### src/rtl/txs_pkg.sv
package txs_pkg;

    typedef enum logic [1:0] {
        ST_IDLE   = 2'd0,
        ST_ACTIVE = 2'd1,
        ST_RETRY  = 2'd2
    } txs_state_e;

endpackage

### src/rtl/txs_prio_enc.sv
module txs_prio_enc #(
    parameter int N  = 32,
    parameter int IW = 5
) (
    input  logic [N-1:0]  req_i,
    output logic          found_o,
    output logic [IW-1:0] idx_o
);

    // Scan from high to low so the lowest set bit is the last one written.
    always_comb begin
        found_o = 1'b0;
        idx_o   = '0;
        for (int i = N - 1; i >= 0; i--) begin
            if (req_i[i]) begin
                found_o = 1'b1;
                idx_o   = IW'(i);
            end
        end
    end

endmodule

### src/rtl/txs_decode.sv
module txs_decode #(
    parameter int N  = 32,
    parameter int IW = 5
) (
    input  logic          en_i,
    input  logic [IW-1:0] idx_i,
    output logic [N-1:0]  sel_o
);

    for (genvar g = 0; g < N; g++) begin : g_sel
        assign sel_o[g] = en_i && (idx_i == IW'(g));
    end

endmodule

### src/rtl/txs_sched.sv
module txs_sched
    import txs_pkg::*;
#(
    parameter int NUM_OBJ = 32,
    localparam int IDX_W  = $clog2(NUM_OBJ)
) (
    input  logic               clk_i,
    input  logic               rst_ni,
    input  logic               wr_en_i,
    input  logic [IDX_W-1:0]   wr_idx_i,
    input  logic               wr_msgval_i,
    input  logic               wr_txrqst_i,
    input  logic               wr_newdat_i,
    input  logic               wr_txie_i,
    input  logic               wr_intpnd_i,
    input  logic               ram_busy_i,
    input  logic               core_ready_i,
    input  logic               tx_ok_i,
    input  logic               arb_lost_i,
    input  logic               tx_err_i,
    input  logic               bus_idle_i,
    output logic               load_o,
    output logic [IDX_W-1:0]   load_idx_o,
    output logic               busy_o,
    output logic               retry_wait_o,
    output logic [NUM_OBJ-1:0] msgval_o,
    output logic [NUM_OBJ-1:0] txrqst_o,
    output logic [NUM_OBJ-1:0] newdat_o,
    output logic [NUM_OBJ-1:0] txie_o,
    output logic [NUM_OBJ-1:0] intpnd_o
);

    typedef struct packed {
        logic [NUM_OBJ-1:0] msgval;
        logic [NUM_OBJ-1:0] txrqst;
        logic [NUM_OBJ-1:0] newdat;
        logic [NUM_OBJ-1:0] txie;
        logic [NUM_OBJ-1:0] intpnd;
        txs_state_e         st;
        logic [IDX_W-1:0]   idx;
        logic               load;
    } sched_t;

    sched_t r_q, r_d;

    logic [NUM_OBJ-1:0] pend;
    logic               win_found;
    logic [IDX_W-1:0]   win_idx;
    logic               grant;
    logic [NUM_OBJ-1:0] win_sel;
    logic [NUM_OBJ-1:0] cur_sel;
    logic [NUM_OBJ-1:0] wr_sel;

    assign pend  = r_q.msgval & r_q.txrqst;
    assign grant = (r_q.st == ST_IDLE) && core_ready_i && !ram_busy_i && win_found;

    txs_prio_enc #(.N(NUM_OBJ), .IW(IDX_W)) u_prio (
        .req_i   (pend),
        .found_o (win_found),
        .idx_o   (win_idx)
    );

    txs_decode #(.N(NUM_OBJ), .IW(IDX_W)) u_dec_win (
        .en_i  (grant),
        .idx_i (win_idx),
        .sel_o (win_sel)
    );

    txs_decode #(.N(NUM_OBJ), .IW(IDX_W)) u_dec_cur (
        .en_i  (1'b1),
        .idx_i (r_q.idx),
        .sel_o (cur_sel)
    );

    txs_decode #(.N(NUM_OBJ), .IW(IDX_W)) u_dec_wr (
        .en_i  (wr_en_i),
        .idx_i (wr_idx_i),
        .sel_o (wr_sel)
    );

    always_comb begin
        r_d      = r_q;
        r_d.load = 1'b0;

        unique case (r_q.st)
            ST_IDLE: begin
                if (grant) begin
                    r_d.st     = ST_ACTIVE;
                    r_d.idx    = win_idx;
                    r_d.load   = 1'b1;
                    r_d.newdat = r_q.newdat & ~win_sel;
                end
            end
            ST_ACTIVE: begin
                if (tx_ok_i) begin
                    if (!r_q.newdat[r_q.idx]) begin
                        r_d.txrqst = r_q.txrqst & ~cur_sel;
                    end
                    if (r_q.txie[r_q.idx]) begin
                        r_d.intpnd = r_q.intpnd | cur_sel;
                    end
                    r_d.st = ST_IDLE;
                end else if (arb_lost_i || tx_err_i) begin
                    r_d.st = ST_RETRY;
                end
            end
            ST_RETRY: begin
                if (bus_idle_i) begin
                    r_d.st = ST_IDLE;
                end
            end
            default: r_d.st = ST_IDLE;
        endcase

        // Software write is applied last and takes precedence.
        r_d.msgval = (r_d.msgval & ~wr_sel) | (wr_sel & {NUM_OBJ{wr_msgval_i}});
        r_d.txrqst = (r_d.txrqst & ~wr_sel) | (wr_sel & {NUM_OBJ{wr_txrqst_i}});
        r_d.newdat = (r_d.newdat & ~wr_sel) | (wr_sel & {NUM_OBJ{wr_newdat_i}});
        r_d.txie   = (r_d.txie   & ~wr_sel) | (wr_sel & {NUM_OBJ{wr_txie_i}});
        r_d.intpnd = (r_d.intpnd & ~wr_sel) | (wr_sel & {NUM_OBJ{wr_intpnd_i}});
    end

    always_ff @(posedge clk_i or negedge rst_ni) begin
        if (!rst_ni) begin
            r_q.msgval <= '0;
            r_q.txrqst <= '0;
            r_q.newdat <= '0;
            r_q.txie   <= '0;
            r_q.intpnd <= '0;
            r_q.st     <= ST_IDLE;
            r_q.idx    <= '0;
            r_q.load   <= 1'b0;
        end else begin
            r_q <= r_d;
        end
    end

    assign load_o       = r_q.load;
    assign load_idx_o   = r_q.idx;
    assign busy_o       = (r_q.st != ST_IDLE);
    assign retry_wait_o = (r_q.st == ST_RETRY);
    assign msgval_o     = r_q.msgval;
    assign txrqst_o     = r_q.txrqst;
    assign newdat_o     = r_q.newdat;
    assign txie_o       = r_q.txie;
    assign intpnd_o     = r_q.intpnd;

endmodule

### config.mk
export PLATFORM = sky130hd
export DESIGN_NAME = txs_sched
export DESIGN_NICKNAME = d
export VERILOG_FILES = /design/src/rtl/txs_pkg.sv /design/src/rtl/txs_prio_enc.sv /design/src/rtl/txs_decode.sv /design/src/rtl/txs_sched.sv
export SDC_FILE = /design/constraint.sdc
export NUM_CORES = 1
export LEC_CHECK = 0
export BUFFER_PORTS_ARGS = -buffer_cell sky130_fd_sc_hd__buf_2
export CORE_UTILIZATION = 55
export CTS_CLUSTER_DIAMETER = 200
export DETAILED_ROUTE_END_ITERATION = 8
export PLACE_DENSITY = 0.79
export SYNTH_ARGS = -nofsm -noshare
export SYNTH_HDL_FRONTEND = slang
export SYNTH_SLANG_ARGS = --single-unit
export TNS_END_PERCENT = 20
### constraint.sdc
create_clock -name clk_i -period 6.9 [get_ports clk_i]
set_input_delay 0.69 -clock clk_i [delete_from_list [all_inputs] [get_ports clk_i]]
set_output_delay 0.69 -clock clk_i [all_outputs]
set_load 0.005 [all_outputs]
**Word-level counts from Yosys, hierarchy flattened**

Cells that the tools add are included.

- Register bits: 168
- Input bits: 19

- Order comparisons: 1
- Eq/ne operators: 98
- Mux-type cells: 82
- Bitwise gates (word level): 22
- Reductions and logical operators: 76

Operator list:

| kind | number |
|---|---|
| $and A32 B32 Y32 | 13 |
| $mux W32 | 8 |
| $eq A5 B5 Y1 const B | 48 |
| $or A32 B32 Y32 | 6 |
| $mux W5 | 32 |
| $eq A5 B4 Y1 const B | 24 |
| $not A32 Y32 | 3 |
| $logic_and A1 B1 Y1 | 67 |
| $eq A5 B3 Y1 const B | 12 |
| $mux W1 | 35 |
| $eq A5 B2 Y1 const B | 6 |
| $eq A5 B1 Y1 const B | 3 |
| $logic_not A5 Y1 | 3 |
| $bmux W1 S5 | 2 |
| $mux W8 | 1 |
| $lt A5 B6 Y1 const B | 1 |
| $mux W2 | 3 |
| $pmux W2 S3 | 1 |
| $ne A3 B3 Y1 const B | 1 |
| $reduce_and A3 Y1 | 1 |
| $eq A2 B1 Y1 const B | 1 |
| $eq A2 B2 Y1 const B | 1 |
| $logic_not A2 Y1 | 1 |
| $ne A2 B1 Y1 const B | 1 |
| 5 further kinds | 5 |

**Longest topological paths before layout**

- Depth in word-level cells: 41
- Depth in mapped cells: 9

**Modules after synthesis**

A second synthesis with hierarchy kept.

- Cell total of the unflattened synthesis: 1078
- Area, all modules: 10114.7 um^2

Modules (own cells, without submodules):

| module | instances | cells each | area an instance (um^2) | seq. area each (um^2) |
|---|---|---|---|---|
| txs_sched | 1 | 872 | 9042.4 | 4204.0 |
| txs_decode | 3 | 47 | 234.0 | 0.0 |
| txs_prio_enc | 1 | 65 | 370.4 | 0.0 |

**Least setup slack after synthesis**

Ideal clock, no wire load.

- Path type: input -> register
- Start: input port wr_idx_i[0]
- End: register with a tool-made name
- Setup time: 125 ps
- Arrival: 2214 ps
- Data required time: 6775 ps
- Slack: 4561 ps
- Stages on the path: 4
- Buffers on the path: 1
- Cells stage by stage: clkbuf_1 > nand2_1 > nor4_1 > mux2_2

RTL lines:

| what | line | source |
|---|---|---|
| from (decl) | txs_sched.sv:10 | `input logic [IDX_W-1:0] wr_idx_i,` |

==> impl_metrics.py <==
metrics = {
    "clocking": {
        "clockBufferDepth": 2,
        "holdBufCountCts": 0,
        "cts_tree": "built",
        "clkTransAtPathRegs_ns": 0.06,
        "numCtsBuffers": 17,
        "cts_setup_buffers": 0,
        "root_buffer": "clkbuf_16",
        "cts_sinks": 168,
        "cts-resized-gates": 0,
        "h-tree-depth": 4,
        "clock_latency_ns": 0.44,
    },
    "finish": {
        "diodes": 0,
        "area_growth_pct": 4.41,
        "fillers": 1476,
        "final_common_cell": "buf_2",
        "seq_area_mm2": 0.00420,
        "multi_input_area_mm2": 0.00398,
        "final_nets": 998,
        "final_cell_mix": "185 x buf_2, 168 x dfrtp_1, 133 x nand2_1, 66 x mux2_2, 58 x a21oi_1",
        "fin_util_pct": 58.5,
        "final_layout_size_suffix_gt1_share_pct": 31.0,
    },
    "pwr": {
        "ir_drop_uv": 234,
        "p_leak_uw": 0.00477,
        "combPwrFrac_pct": 32.1,
        "seqPwrFrac_pct": 41.5,
        "pwr-share-clk_pct": 26.4,
        "p_int_uw": 2330,
        "p_sw_uw": 1320,
        "p_per_area_mw_per_mm2": 363,
        "swShare_pct": 36.2,
    },
    "setup_path": {
        "path_max_fanout": 25,
        "startpoint_type": "flip-flop",
        "cp_slowest_cell": "dfrtp_1",
        "end_kind": "flip-flop",
        "crit_arrival_ns": 3.30,
        "crit_type": "reg2reg",
        "worstPathCellList": "mux4_1 > mux4_2 > nor3_4 > nand2_1 > nand2_1 > o21ai_0",
        "crit_required_ns": 7.18,
        "crit_path_max_incr_delay_ns": 1.05,
        "crit_top_cell": "nand2_1",
    },
    "drt": {
        "ant_nets": 0,
        "vias": 7660,
        "avgViaCountPerCell": 6.30,
        "wire_per_inst_um": 23.0,
        "routed_wl_um": 27900,
        "dr.pass1.iters": 6,
        "drtIter0Drc": 1045,
        "drc": 0,
    },
    "sta": {
        "finalCritPeriodShare_pct": 43.7,
        "clock_skew_ns": 0.0112,
        "max_freq_mhz": 332,
        "fin_crit_ns": 3.02,
        "finalHoldViolations": 0,
        "final-setup-viol-count": 0,
        "slew_headroom_pct": 17.4,
        "slew_viol_final": 0,
        "rsz0062_at_grt": "no",
        "tns_ns": 0,
        "tightest_slew_ns": 1.23,
    },
    "grt": {
        "grt_pass1_wl_um": 42100,
        "grt-ovfl-total": 0,
        "antenna_found_initial": 0,
        "grt_pass1_vias": 7251,
        "grt_max_degree": 89,
        "grt_util_all_layers_pct": 31.6,
    },
    "floorplan": {
        "io-pin-count": 187,
        "initial_utilization_pct": 56.0,
        "core_mm2": 0.0172,
        "rows": 48,
        "die-width_um": 134,
        "die_area_mm2": 0.0181,
        "fp.dieH_um": 134,
    },
    "synthesis": {
        "synth-edff-count": 0,
        "async_flop_share_pct": 100,
        "syn_nets": 987,
        "synth_area_mm2": 0.00965,
        "seq_area_frac_synth_pct": 43.6,
        "syn_area_per_cell_um2": 9.97,
        "synth.ff_latch_count": 168,
        "yosys_warnings": 0,
        "ys_types": 59,
        "netlist_instances": 968,
        "synth_ff_type": "dfrtp_1",
    },
    "job": {
        "cap_violations": 0,
    },
    "min_path": {
        "hold_class": "in2async",
    },
    "placed_design": {
        "dp_hpwl_um": 20000,
        "io_buffers": 186,
        "routabilityCongestion": 0.946,
    },
    "outcome": {
        "status": "finished clean",
    },
}
layer usage:
layer	global-route usage, %	routed length [um]
met1	41.4	10700
met3	9.53	3430
met2	48.6	13000
met5	0	0
met4	14.0	772
logic make-up (layout without fill, tap and decap cells):
logic type	Yosys count	count (layout)	synth area share [%]
compound gates	199	199	12.7
flops	168	168	43.6
buf+inv	211	234	15.2
simple gates	276	276	12.9
mux	114	114	15.7
power groups by stage:
| stage | clock network [uW] | logic, uW | registers (uW) |
|---|---|---|---|
| 6_report | 966 | 1170 | 1520 |
| 2_1_floorplan | 0 | 1060 | 1380 |
| 5_1_grt | 1010 | 1270 | 1540 |
| 4_1_cts | 967 | 1160 | 1500 |
| 3_3_place_gp | 0 | 1120 | 1510 |
| 3_5_place_dp | 0 | 1150 | 1520 |
worst max-delay path, delay by kind of cell, from the launching register on:
kind	cells	cell delay, ns
DFF	1	1.05
and+or+nand+nor	3	0.75
AOI/OAI and AO/OA	1	0.08
muxes	2	0.97
cells in the mapped netlist (all sizes together) (8+ instances only):
master  instances  area [um2]
buf           178        1340
dfrtp         168        4200
nand2         136         518
mux2           66         743
a21oi          58         290
nor2           57         221
o21ai          55         279
mux2i          28         280
a31oi          25         156
clkbuf         24        91.3
mux4           20         492
nor3           20         111
nand3          18        90.1
a22oi          11        82.6
nand2b         11        68.8
a22o           10        87.6
inv             9        33.8
nor2b           8        50.1
final timing paths:
| path | startpoint | endpoint | slack [ns] | cells past startpoint |
|---|---|---|---|---|
| setup reg to reg | load_idx_o[1] | flip-flop | 3.88 | 6 |
| min in group clk_i | tx_err_i | r_q[6] | 0.47 | 2 |
| hold reg to reg | flip-flop | flip-flop | 0.52 | 1 |
| max in group asynchronous | rst_ni | asynchronous set/reset pin | 5.05 | 2 |
| hold / removal | rst_ni | asynchronous set/reset pin | 0.32 | 1 |
| setup / recovery | load_idx_o[1] | flip-flop | 3.88 | 6 |
stage by stage:
step | hold WS (ns) | power [uW] | cell area [um2] | setup WS [ns] | std cells
final | 0.323 | 3660 | 10100 | 3.88 | 1216
after global routing | 0.391 | 3820 | 10100 | 3.76 | 1216
after CTS | 0.359 | 3630 | 10100 | 3.94 | 1216
after detailed placement | 0.510 | 2670 | 9500 | 3.95 | 1185
after global placement | 0.506 | 2630 | 9500 | 4.10 | 1185
after floorplan | 0.394 | 2440 | 9650 | 4.56 | 968
final cells by class:
class | instances | share of cell area [%]
clock buffers | 23 | 4.54
inverters | 9 | 0.335
clock inverters | 8 | 1.22
flip-flops and latches | 168 | 41.7
well taps | 225 | 2.79
multi-input cells | 589 | 39.5
repair buffers | 194 | 9.90
(Power assumes the default switching activity.)
